--- src/rtl/blink_pkg.sv ---
package blink_pkg;
  localparam int unsigned ADDR_W   = 5;
  localparam int unsigned WORD_W   = ADDR_W - 2;
  localparam int unsigned NUM_SETS = 2;

  // word indices; set B sits two words (0x8 bytes) above set A
  localparam logic [WORD_W-1:0] W_ON_BASE  = 3'd0;
  localparam logic [WORD_W-1:0] W_OFF_BASE = 3'd1;
  localparam logic [WORD_W-1:0] W_SET_STEP = 3'd2;
  localparam logic [WORD_W-1:0] W_SELECT   = 3'd4;

  typedef enum logic { SET_A = 1'b0, SET_B = 1'b1 } blink_set_e;

  function automatic logic [WORD_W-1:0] on_word(input int unsigned s);
    return W_ON_BASE + W_SET_STEP * WORD_W'(s);
  endfunction

  function automatic logic [WORD_W-1:0] off_word(input int unsigned s);
    return W_OFF_BASE + W_SET_STEP * WORD_W'(s);
  endfunction
endpackage

--- src/rtl/blink_regs.sv ---
module blink_regs
  import blink_pkg::*;
#(
  parameter int unsigned DATA_W    = 32,
  parameter int unsigned DUR_W     = 32,
  parameter int unsigned NUM_LINES = 32
) (
  input  logic                              clk,
  input  logic                              rst,
  input  logic                              wr,
  input  logic [ADDR_W-1:0]                 addr,
  input  logic [DATA_W-1:0]                 wdata,
  output logic [NUM_SETS-1:0][DUR_W-1:0]    on_len,
  output logic [NUM_SETS-1:0][DUR_W-1:0]    off_len,
  output logic [NUM_LINES-1:0]              line_sel,
  output logic [DATA_W-1:0]                 rdata
);
  logic              aligned;
  logic [WORD_W-1:0] word;
  logic [DATA_W-1:0] rd_next;

  assign aligned = (addr[1:0] == 2'b00);
  assign word    = addr[ADDR_W-1:2];

  for (genvar s = 0; s < NUM_SETS; s++) begin : g_set
    always_ff @(posedge clk) begin
      if (rst) begin
        on_len[s]  <= '0;
        off_len[s] <= '0;
      end else if (wr && aligned) begin
        if (word == on_word(s))  on_len[s]  <= wdata[DUR_W-1:0];
        if (word == off_word(s)) off_len[s] <= wdata[DUR_W-1:0];
      end
    end


    on_store_chk: assert property (@(posedge clk) disable iff (rst)
      (wr && aligned && word == on_word(s)) |=> (on_len[s] == $past(wdata[DUR_W-1:0])));

    off_store_chk: assert property (@(posedge clk) disable iff (rst)
      (wr && aligned && word == off_word(s)) |=> (off_len[s] == $past(wdata[DUR_W-1:0])));
  end

  always_ff @(posedge clk) begin
    if (rst)                                     line_sel <= '0;
    else if (wr && aligned && word == W_SELECT)  line_sel <= wdata[NUM_LINES-1:0];
  end

  always_comb begin
    rd_next = '0;
    if (aligned) begin
      for (int s = 0; s < NUM_SETS; s++) begin
        if (word == on_word(s))  rd_next[DUR_W-1:0] = on_len[s];
        if (word == off_word(s)) rd_next[DUR_W-1:0] = off_len[s];
      end
      if (word == W_SELECT) rd_next[NUM_LINES-1:0] = line_sel;
    end
  end

  always_ff @(posedge clk) begin
    if (rst) rdata <= '0;
    else     rdata <= rd_next;
  end


  unmapped_rd_chk: assert property (@(posedge clk) disable iff (rst)
    (!aligned || word > W_SELECT) |=> (rdata == '0));
endmodule

--- src/rtl/blink_phase_ctr.sv ---
module blink_phase_ctr #(
  parameter int unsigned DUR_W = 32
) (
  input  logic             clk,
  input  logic             rst,
  input  logic [DUR_W-1:0] on_len,
  input  logic [DUR_W-1:0] off_len,
  output logic             wave
);
  localparam logic [DUR_W-1:0] ONE = DUR_W'(1);

  logic [DUR_W-1:0] cnt_q;
  logic             phase_q;

  // cnt_q holds cycles left minus one; loading len-1 makes zero wrap to the full range
  always_ff @(posedge clk) begin
    if (rst) begin
      phase_q <= 1'b1;
      cnt_q   <= '1;
    end else if (cnt_q == '0) begin
      phase_q <= ~phase_q;
      cnt_q   <= (phase_q ? off_len : on_len) - ONE;
    end else begin
      cnt_q   <= cnt_q - ONE;
    end
  end

  assign wave = phase_q;


  phase_hold_chk: assert property (@(posedge clk) disable iff (rst)
    (cnt_q != '0) |=> $stable(phase_q));

  phase_flip_chk: assert property (@(posedge clk) disable iff (rst)
    (cnt_q == '0) |=> (phase_q != $past(phase_q)));

  on_reload_chk: assert property (@(posedge clk) disable iff (rst)
    (cnt_q == '0 && !phase_q) |=> (cnt_q == $past(on_len) - ONE));

  off_reload_chk: assert property (@(posedge clk) disable iff (rst)
    (cnt_q == '0 && phase_q) |=> (cnt_q == $past(off_len) - ONE));
endmodule

--- src/rtl/blink_line_mux.sv ---
module blink_line_mux
  import blink_pkg::*;
#(
  parameter int unsigned NUM_LINES = 32
) (
  input  logic                 clk,
  input  logic                 rst,
  input  logic [NUM_SETS-1:0]  waves,
  input  logic [NUM_LINES-1:0] line_sel,
  output logic [NUM_LINES-1:0] blink_q
);
  for (genvar i = 0; i < NUM_LINES; i++) begin : g_line
    blink_set_e pick;
    assign pick = blink_set_e'(line_sel[i]);
    always_ff @(posedge clk) begin
      if (rst) blink_q[i] <= 1'b1;
      else     blink_q[i] <= (pick == SET_B) ? waves[SET_B] : waves[SET_A];
    end
  end


  all_high_chk: assert property (@(posedge clk) disable iff (rst)
    (waves == '1) |=> (blink_q == '1));

  all_low_chk: assert property (@(posedge clk) disable iff (rst)
    (waves == '0) |=> (blink_q == '0));
endmodule

--- src/rtl/gpio_blink_gen.sv ---
module gpio_blink_gen
  import blink_pkg::*;
#(
  parameter int unsigned DATA_W    = 32,
  parameter int unsigned DUR_W     = 32,
  parameter int unsigned NUM_LINES = 32
) (
  input  logic                 clk,
  input  logic                 rst,
  input  logic                 reg_wr,
  input  logic [ADDR_W-1:0]    reg_addr,
  input  logic [DATA_W-1:0]    reg_wdata,
  output logic [DATA_W-1:0]    reg_rdata,
  output logic [NUM_LINES-1:0] blink_out
);
  logic [NUM_SETS-1:0][DUR_W-1:0] on_len;
  logic [NUM_SETS-1:0][DUR_W-1:0] off_len;
  logic [NUM_LINES-1:0]           line_sel;
  logic [NUM_SETS-1:0]            waves;

  blink_regs #(.DATA_W(DATA_W), .DUR_W(DUR_W), .NUM_LINES(NUM_LINES)) u_regs (
    .clk(clk), .rst(rst), .wr(reg_wr), .addr(reg_addr), .wdata(reg_wdata),
    .on_len(on_len), .off_len(off_len), .line_sel(line_sel), .rdata(reg_rdata)
  );

  for (genvar s = 0; s < NUM_SETS; s++) begin : g_gen
    blink_phase_ctr #(.DUR_W(DUR_W)) u_ctr (
      .clk(clk), .rst(rst), .on_len(on_len[s]), .off_len(off_len[s]), .wave(waves[s])
    );
  end

  blink_line_mux #(.NUM_LINES(NUM_LINES)) u_mux (
    .clk(clk), .rst(rst), .waves(waves), .line_sel(line_sel), .blink_q(blink_out)
  );
endmodule

--- config.mk ---
export PLATFORM = sky130hd
export DESIGN_NAME = gpio_blink_gen
export DESIGN_NICKNAME = d
export VERILOG_FILES = /design/src/rtl/blink_pkg.sv /design/src/rtl/blink_regs.sv /design/src/rtl/blink_phase_ctr.sv /design/src/rtl/blink_line_mux.sv /design/src/rtl/gpio_blink_gen.sv
export SDC_FILE = /design/constraint.sdc
export NUM_CORES = 1
export LEC_CHECK = 0
export BUFFER_PORTS_ARGS = -buffer_cell sky130_fd_sc_hd__buf_2
export CAP_MARGIN = 20
export CORE_MARGIN = 2
export CORE_UTILIZATION = 60
export CTS_CLUSTER_DIAMETER = 150
export CTS_CLUSTER_SIZE = 25
export DETAILED_ROUTE_END_ITERATION = 12
export PLACE_DENSITY = 0.79
export SLEW_MARGIN = 15
export SYNTH_ARGS = -nofsm -noshare
export SYNTH_HDL_FRONTEND = slang
export SYNTH_SLANG_ARGS = --single-unit
--- constraint.sdc ---
create_clock -name clk -period 5.99 [get_ports clk]
set_input_delay 0 -clock clk [delete_from_list [all_inputs] [get_ports clk]]
set_output_delay 0 -clock clk [all_outputs]
set_load 0.01 [all_outputs]
======== Word level (Yosys, flattened, before mapping) ========
Cells that the tools add are included.
word-level totals
  bits in registers ....................... 290
  bits of input ports ..................... 40
  output and inout port bits .............. 64
  logic and storage cells ................. 105
cells by class
  add/subtract/negate cells ............... 4
  equality and inequality tests ........... 4
  mux-type cells .......................... 41
  bitwise logic cells ..................... 3
  reduce and logical (&&, ||, !) cells .... 11
operator list
  operator                 number
  $mux W32                 9
  $sub A32 B1 Y32 const B  4
  $logic_not A32 Y1        2
  $mux W1                  32
  $reduce_and A2 Y1        4
  $eq A3 B2 Y1 const B     2
  $eq A3 B1 Y1 const B     1
  $eq A3 B3 Y1 const B     1
  $logic_not A3 Y1         1
  $not A1 Y1               3
  $logic_and A1 B1 Y1      2
  $logic_not A2 Y1         1
  $reduce_or A2 Y1         1

======== Logic depth before layout (Yosys ltp) ========
Gate-level depths: netlist of run 1.
  depth after elaboration ................. 6
  mapped depth ............................ 17
  gate-level depth less buffers ........... 12

======== Cells and area by module ========
From an unflattened synthesis of run 1, not the netlist that was laid out.
second synthesis, totals
  cells, all modules ...................... 1607
  area total of the unflattened synthesis .. 15123.3 µm²
modules (own cells, without submodules)
  module                             times used  cells an instance  area an instance (µm²)  seq. area each (µm²)
  blink_regs                         1           788                8202.9                  3843.7
  blink_phase_ctr at g_gen[1].u_ctr  1           358                2763.9                  660.6
  blink_phase_ctr at g_gen[0].u_ctr  1           356                2747.6                  660.6
  blink_line_mux                     1           105                1408.9                  640.6

======== Least setup slack after synthesis of run 1 ========
Ideal clock, no wire load.
  kind .................................... register -> register
  from .................................... register g_gen[1].u_ctr.phase_q
  to ...................................... register g_gen[1].u_ctr.cnt_q[28]
  setup time .............................. 0.131 ns
  data arrival time ....................... 4.178 ns
  required time ........................... 5.859 ns
  path slack .............................. 1.682 ns
  cell stages (with the launch flop) ...... 17
  path buffers ............................ 6
  period minus slack after synthesis ...... 4.308 ns
  cells stage by stage .................... dfxtp_1 -> buf_2 -> buf_1 -> buf_1 -> buf_2 -> buf_2 -> buf_2 -> mux2_2 -> a21oi_1 -> ha_1 -> nand2b_1 -> nor3_1 -> nand4_1 -> a221o_2 -> nor4_4 -> and4_1 -> o21ai_1
on the way
  cells in the longest elaborated chain, start to end .. 3
RTL lines
  element                 line                   RTL
  from (decl)             blink_phase_ctr.sv:13  logic phase_q;
  from (signal assigned)  blink_phase_ctr.sv:21  phase_q <= ~phase_q;
  $mux W32                blink_phase_ctr.sv:22  cnt_q <= (phase_q ? off_len : on_len) - ONE;
  $sub A32 B1 Y32         blink_phase_ctr.sv:22
  $mux W32                blink_phase_ctr.sv:20  end else if (cnt_q == '0) begin
  to (signal assigned)    blink_phase_ctr.sv:22
  to (signal assigned)    blink_phase_ctr.sv:24  cnt_q <= cnt_q - ONE;
  to (decl)               blink_phase_ctr.sv:12  logic [DUR_W-1:0] cnt_q;
No other way between the ends.
A chain may end at the register's enable or synchronous reset.

======== Final worst setup path of run 1 ========
  from .................................... register g_gen[0].u_ctr.phase_q
  to ...................................... register g_gen[0].u_ctr.cnt_q[28]
on the way
  cells in the longest elaborated chain, start to end .. 3
RTL lines
  element                 line
  from (decl)             blink_phase_ctr.sv:13
  from (signal assigned)  blink_phase_ctr.sv:21
  $mux W32                blink_phase_ctr.sv:22
  $sub A32 B1 Y32         blink_phase_ctr.sv:22
  $mux W32                blink_phase_ctr.sv:20
  to (signal assigned)    blink_phase_ctr.sv:22
  to (signal assigned)    blink_phase_ctr.sv:24
  to (decl)               blink_phase_ctr.sv:12
No other way between the ends.

==> impl_metrics.json, run 1 <==
{
  "crit_chain": "mux2_2 > a21oi_1 > ha_1 > nor2b_1 > o21ai_0 > nor4_1 > a31oi_1 > nor4_1 > a2111oi_0 > a31oi_1",
  "synth_top_family_by_area": "simple AND/OR/NAND/NOR gates",
  "r2r_end": "g_gen[0].u_ctr.cnt_q[28]",
  "syn_inst": 1793,
  "drc": 0,
  "p_per_area_mw_per_mm2": 208.1,
  "hp-start": "reg_addr[1]",
  "crit_start": "g_gen[0].u_ctr.wave",
  "hp-class": "in2reg",
  "first_pass_iters": 5,
  "synth-xor-area-share": 0.02218,
  "synthAdderAreaFrac": 0.001760,
  "fin_setup_tns_ns": 0,
  "nets": 1887,
  "path_max_fanout": 57,
  "insertion_delay_ns": 0.52,
  "drv_slew": 0,
  "dieWidth_um": 157.9,
  "max_stage_delay_ns": 0.80,
  "cp-start-kind": "register",
  "worst-path-buf-inv": 0,
  "synth_top_cell_by_area": "dfxtp_1",
  "clock_tree.buffer_depth": 3,
  "max_freq_mhz": 254.2,
  "yosys_warnings": 0,
  "dieArea_mm2": 0.02494,
  "cp.required_ns": 6.43,
  "cts_resized": 0,
  "rsz0062_at_grt": "no",
  "fin_crit_sh": 0.6568,
  "drv_cap": 0,
  "cts_max_level": 1,
  "gp_congestion": 0.9438,
  "r2r_setup_slack_ns": 2.06,
  "ant_nets": 0,
  "grt_max_degree": 99,
  "num_rows": 56,
  "finalHoldViolCount": 0,
  "synth.distinct_cells": 76,
  "synthArstFlopShare": 0,
  "peakVddDrop_uv": 229.6,
  "post-route-min-period_ns": 3.934,
  "diodes": 0,
  "grt_usage": 0.3388,
  "io_buffers": 103,
  "yosysSeqAreaShare": 0.4084,
  "crit_arrival_ns": 4.37,
  "cts_setup_buffers": 0,
  "crit_family": "simple AND/OR/NAND/NOR gates",
  "finalClockSkew_ns": 0.03759,
  "syn2layout_area_growth_pct": 9.832,
  "setup_ws_ns": 2.056,
  "hpwlAfterDp_um": 28840,
  "via_count": 13617,
  "antenna_found_initial": 0,
  "grt_pass1_wl_um": 67150,
  "crit-reg2reg-launch": "g_gen[0].u_ctr.wave",
  "post-place-ws_ns": 2.135,
  "die_h_um": 157.9,
  "relSlewSlack": 0.2642,
  "yosys.area.top_type_share": 0.4084,
  "avgRoutedWirePerCell_um": 19.87,
  "cp-end-kind": "register",
  "syn_area_per_cell_um2": 7.928,
  "start_util": 0.6092,
  "grt_pass1_vias": 12619,
  "grt_overflow": 0,
  "status": "complete, no violations",
  "synthSimpleGateAreaFrac": 0.2377,
  "drtIter0Drc": 1398,
  "worst_pin_slew_ns": 1.104,
  "cts_sinks": 290,
  "synth_mux_area_frac": 0.1025,
  "grt_util_met1": 0.4333,
  "cts_tree": "built",
  "busiest_layer": "met2",
  "coreArea_mm2": 0.02333,
  "drive_gt1_frac": 0.1164,
  "r2r_cells": 10,
  "via_per_inst": 6.287,
  "syn_area_mm2": 0.01421,
  "ys_seq_elements": 290,
  "critPathKind": "reg2reg",
  "endpoint": "g_gen[0].u_ctr.cnt_q[28]",
  "setup_viol": 0,
  "synth_nets": 1835,
  "synth_ff_type": "dfxtp_1",
  "ioPinCount": 104,
  "clk_pin_slew_ns": 0.10,
  "cts_inserted_buffers": 15,
  "crit_cells": 10,
  "grtUsageMet2": 0.5561,
  "synth.top_cells.by_area": "dfxtp_1 (41%), nand2_1 (12%), a21oi_1 (7.5%)",
  "slowest_stage": "dfxtp_4",
  "cts-root-buf": "clkbuf_16",
  "synth-edff-count": 0,
  "p_leak_nw": 5.603,
  "use_met3": 0.03668,
  "finalWirelength_um": 43040,
  "synth_compound_area_frac": 0.1903
}
## cell type report
class                           instances  area [µm²]
Clock buffer                           17       382.9
Timing Repair Buffer                  160        1054
Multi-Input combinational cell       1368        7906
Clock inverter                          2       20.02
Sequential cell                       290        5813
Tap cell                              319       399.1
Fill cell                            1994        7720
Inverter                               10       37.54
## worst reg2reg max path, stage by stage (launching register included)
cell	delay (ns)
dfxtp_4	0.80
mux2_2	0.42
a21oi_1	0.19
ha_1	0.25
nor2b_1	0.19
o21ai_0	0.18
nor4_1	0.46
a31oi_1	0.33
nor4_1	0.66
a2111oi_0	0.22
a31oi_1	0.18
## layer usage
metal / wire length (µm) / vias to the layer above
met5: 0 / -
met4: 2669 / 0
met3: 3446 / 143
met2: 19870 / 723
met1: 17050 / 6350
li1: - / 6401
## what timing repair did
item / CTS / global route
setup endpoints to repair: 0 / 0
hold endpoints to repair: 160 / 0
hold buffers: 33 / 0
## logic make-up (layout without fill, tap and decap cells)
group / count (synthesis) / after routing
compound gates: 445 / 445
xor+xnor: 36 / 36
fa+ha+maj: 2 / 2
buf+inv: 135 / 189
flops: 290 / 290
mux: 133 / 133
simple gates: 752 / 752
## layout by cell type, fill, tap and decap left out, types with 14 or more instances in the layout
cell type      instances
nand2_1              448
dfxtp_1              288
a21oi_1              213
nor2_1               109
buf_2                103
mux2i_1               96
o21ai_0               76
nor3_1                52
dlygate4sd3_1         33
mux2_2                30
a221o_1               25
nor4_1                24
buf_4                 22
o21bai_1              21
a31oi_1               19
xnor2_1               18
xor2_1                18
clkbuf_16             15
nor3b_1               14
## cell usage after synthesis, types with 9 or more instances
| library cell | n |
|---|---|
| nand2_1 | 448 |
| dfxtp_1 | 290 |
| a21oi_1 | 213 |
| nor2_1 | 110 |
| clkbuf_1 | 99 |
| mux2i_1 | 96 |
| o21ai_0 | 76 |
| nor3_1 | 53 |
| mux2_2 | 30 |
| a221o_1 | 25 |
| nor4_1 | 24 |
| o21bai_1 | 21 |
| a31oi_1 | 19 |
| xnor2_1 | 18 |
| xor2_1 | 18 |
| nor3b_1 | 15 |
| buf_2 | 14 |
| nand3_1 | 13 |
| or3_1 | 13 |
| buf_1 | 11 |
| nand4_1 | 11 |
| o211ai_1 | 10 |
| inv_1 | 9 |
## power by group
| part | leakage [nW] | internal (mW) | total, mW | switching, mW |
|---|---|---|---|---|
| Clock | 0.198 | 0.466 | 1.10 | 0.630 |
| Combinational | 3.06 | 0.0662 | 0.198 | 0.132 |
| Sequential | 2.34 | 1.94 | 1.96 | 0.0152 |
| Total | 5.60 | 2.47 | 3.25 | 0.777 |
## flip-flops by register name, summed over array words and instances (netlist names)
register           flops
u_regs.rdata          32
g_gen.u_ctr.cnt_q     64
u_regs.on_len         64
u_mux.blink_q         32
g_gen.u_ctr.wave       2
u_regs.off_len        64
u_regs.line_sel       32
## per-stage QoR
step           power, mW  cells  cell area, µm²  hold slack (ns)    util
2_1_floorplan      2.097   1793           14210           0.1360       -
3_3_place_gp       2.168   2111           14830           0.2999  0.6357
3_5_place_dp       2.171   2112           14840           0.3114  0.6359
4_1_cts            3.248   2164           15570          0.02055  0.6673
5_1_grt            3.335   2166           15610          0.09973  0.6691
6_report           3.249   2166           15610          0.04355  0.6691
## worst min-delay path by stage
stage                                to  slack [ns]  cells past startpoint
floorplan            u_regs.off_len[61]        0.14                      2
global placement      u_regs.off_len[7]        0.30                      3
detailed placement     u_regs.on_len[8]        0.31                      3
CTS                 u_regs.line_sel[22]        0.02                      6
global route        u_regs.line_sel[25]         0.1                      6
finish              u_regs.line_sel[26]        0.04                      6
Note: power is estimated with default switching activity, not from simulation.
==> run 2: changes to the inputs <==
--- a/config.mk
+++ b/config.mk
@@ -8,11 +8,11 @@
 export BUFFER_PORTS_ARGS = -buffer_cell sky130_fd_sc_hd__buf_2
 export CAP_MARGIN = 20
 export CORE_MARGIN = 2
-export CORE_UTILIZATION = 60
+export CORE_UTILIZATION = 55
 export CTS_CLUSTER_DIAMETER = 150
 export CTS_CLUSTER_SIZE = 25
 export DETAILED_ROUTE_END_ITERATION = 12
-export PLACE_DENSITY = 0.79
+export PLACE_DENSITY = 0.77
 export SLEW_MARGIN = 15
 export SYNTH_ARGS = -nofsm -noshare
 export SYNTH_HDL_FRONTEND = slang
==> constraint.sdc (replaced) <==
create_clock -name clk -period 3.3 [get_ports clk]
set_input_delay 0 -clock clk [delete_from_list [all_inputs] [get_ports clk]]
set_output_delay 0 -clock clk [all_outputs]
set_load 0.01 [all_outputs]
==> run 2 against run 1 <==
  * Clock power increased by 83%
  * Highest routed layer is now met5
  * Combinational power up 86%
  * Routed wire length grew 1.8%
  * Worst setup slack worse by 1.9 ns
  * Largest cell class unchanged
  * Flip-flop and latch count is the same
==> impl_metrics.json, run 2 (synthesized netlist as in run 1, its figures left out) <==
{
  "dieArea_mm2": 0.02715,
  "clk_pin_slew_ns": 0.10,
  "final_cell_mix": "nand2_1 (448), dfxtp_1 (285), a21oi_1 (212), nor2_1 (109), buf_2 (102)",
  "setup_ws_ns": 0.1164,
  "syn2layout_area_growth_pct": 12.90,
  "finalWirelength_um": 43820,
  "first_pass_iters": 5,
  "drtIter0Drc": 1444,
  "ioPinCount": 104,
  "finalHoldViolCount": 0,
  "final_common_cell": "nand2_1",
  "worst_pin_slew_ns": 0.9807,
  "peakVddDrop_uv": 419.7,
  "cts-root-buf": "clkbuf_16",
  "die_h_um": 164.8,
  "grt_usage": 0.3154,
  "r2r_cells": 12,
  "hp-class": "in2reg",
  "cp-end-kind": "register",
  "cp-start-kind": "register",
  "hold-path-cell-count": 2,
  "cp.required_ns": 3.68,
  "busiest_layer": "met2",
  "start_util": 0.5629,
  "gp_congestion": 0.9793,
  "io_buffers": 103,
  "holdWs_ns": 0.04720,
  "reg_top3": "g_gen.u_ctr.cnt_q x64, u_regs.off_len x64, u_regs.on_len x64",
  "path_max_fanout": 5,
  "max_freq_mhz": 314.1,
  "insertion_delay_ns": 0.52,
  "r2r_end": "g_gen[0].u_ctr.cnt_q[28]",
  "r2r_setup_slack_ns": 0.12,
  "path_common_cell": "nor4_2",
  "grt_overflow": 0,
  "cts_inserted_buffers": 15,
  "status": "complete, no violations",
  "dieWidth_um": 164.8,
  "post-route-min-period_ns": 3.184,
  "postLayoutCoreUtil": 0.6355,
  "use_met3": 0.07233,
  "post-place-ws_ns": 0.2058,
  "drc": 0,
  "fillers": 2185,
  "via_per_inst": 6.136,
  "hpwlAfterDp_um": 31170,
  "ant_nets": 0,
  "slowest_stage": "a2111oi_1",
  "p_per_area_mw_per_mm2": 369.3,
  "coreArea_mm2": 0.02525,
  "setup_viol": 0,
  "finalClockSkew_ns": 0.03437,
  "antenna_found_initial": 1,
  "via_count": 13579,
  "cts_setup_buffers": 0,
  "fin_crit_sh": 0.9647,
  "diodes": 0,
  "num_rows": 58,
  "drive_gt1_frac": 0.1471,
  "grtUsageMet2": 0.5099,
  "grt_pass1_wl_um": 67850,
  "p_leak_nw": 5.811,
  "grt_max_degree": 92,
  "drv_slew": 0,
  "grt_util_met1": 0.4316,
  "crit-reg2reg-launch": "g_gen[0].u_ctr.cnt_q[9]",
  "cts_max_level": 1,
  "drv_cap": 0,
  "critPathKind": "reg2reg",
  "crit_arrival_ns": 3.56,
  "clock_tree.buffer_depth": 3,
  "relSlewSlack": 0.3462,
  "cts_sinks": 290,
  "avgRoutedWirePerCell_um": 19.80,
  "hp-start": "rst",
  "crit_chain": "nor4_2 > and4_2 > and3_1 > a21oi_1 > ha_2 > nor2b_2 > o21ai_2 > nor4_2 > a31oi_2 > nor4_2 > a2111oi_1 > a31oi_1",
  "cts_tree": "built",
  "max_stage_delay_ns": 0.52,
  "grt_pass1_vias": 12325,
  "nets": 1923,
  "hold_path_end": "u_regs.on_len[60]"
}
## run 2: repair_timing
action / 4_1_cts / 5_1_grt
hold endpoints to repair: 160 / 0
hold buffers: 32 / 0
gates resized for setup: 0 / 11
setup endpoints to repair: 0 / 7
## run 2: per-stage QoR
stage	power, mW	TNS [ns]	area (µm²)	std cells
finish	5.926	0	16050	2213
global placement	3.945	0	15270	2161
detailed placement	3.951	0	15270	2161
floorplan	3.809	0	14410	1793
global route	6.090	-0.09205	16050	2213
CTS	5.932	0	15990	2212
## run 2: layer usage
layer,vias to the layer above,share of wire
li1,6469,-
met1,6404,0.43
met2,631,0.45
met3,73,0.099
met4,2,0.018
met5,-,0.00030
## run 2: worst max-delay path by stage
stage,from,endpoint,slack (ns),depth (start not counted)
5_1_grt,g_gen[0].u_ctr.cnt_q[9],g_gen[0].u_ctr.cnt_q[28],-0.09,12
4_1_cts,g_gen[0].u_ctr.cnt_q[28],g_gen[0].u_ctr.cnt_q[28],0.17,12
2_1_floorplan,g_gen[1].u_ctr.wave,g_gen[1].u_ctr.cnt_q[28],0.0006,16
6_report,g_gen[0].u_ctr.cnt_q[9],g_gen[0].u_ctr.cnt_q[28],0.12,12
3_3_place_gp,g_gen[0].u_ctr.cnt_q[30],g_gen[0].u_ctr.cnt_q[28],0.28,12
3_5_place_dp,g_gen[0].u_ctr.cnt_q[29],g_gen[0].u_ctr.cnt_q[28],0.21,12
## run 2: critical path: cells and delay by family, from the launching register on
kind,cells,cell delay [ns]
flops,1,0.35
simple gates,6,1.29
fa+ha+maj,1,0.22
compound gates,5,1.19
## run 2: area by class of cell
cell class / instances / area, µm² / area share
clock buffers: 17 / 382.9 / 0.02386
well taps: 330 / 412.9 / 0.02573
repair buffers: 196 / 1354 / 0.08436
clock inverters: 2 / 20.02 / 0.001247
inverters: 10 / 37.54 / 0.002339
multi-input cells: 1368 / 8024 / 0.5000
flip-flops and latches: 290 / 5817 / 0.3625
## run 2: power breakdown
group          leakage, nW  switching, mW  internal [mW]
Combinational         3.27          0.247          0.121
Clock                0.198           1.16          0.847
Sequential            2.34         0.0269           3.52
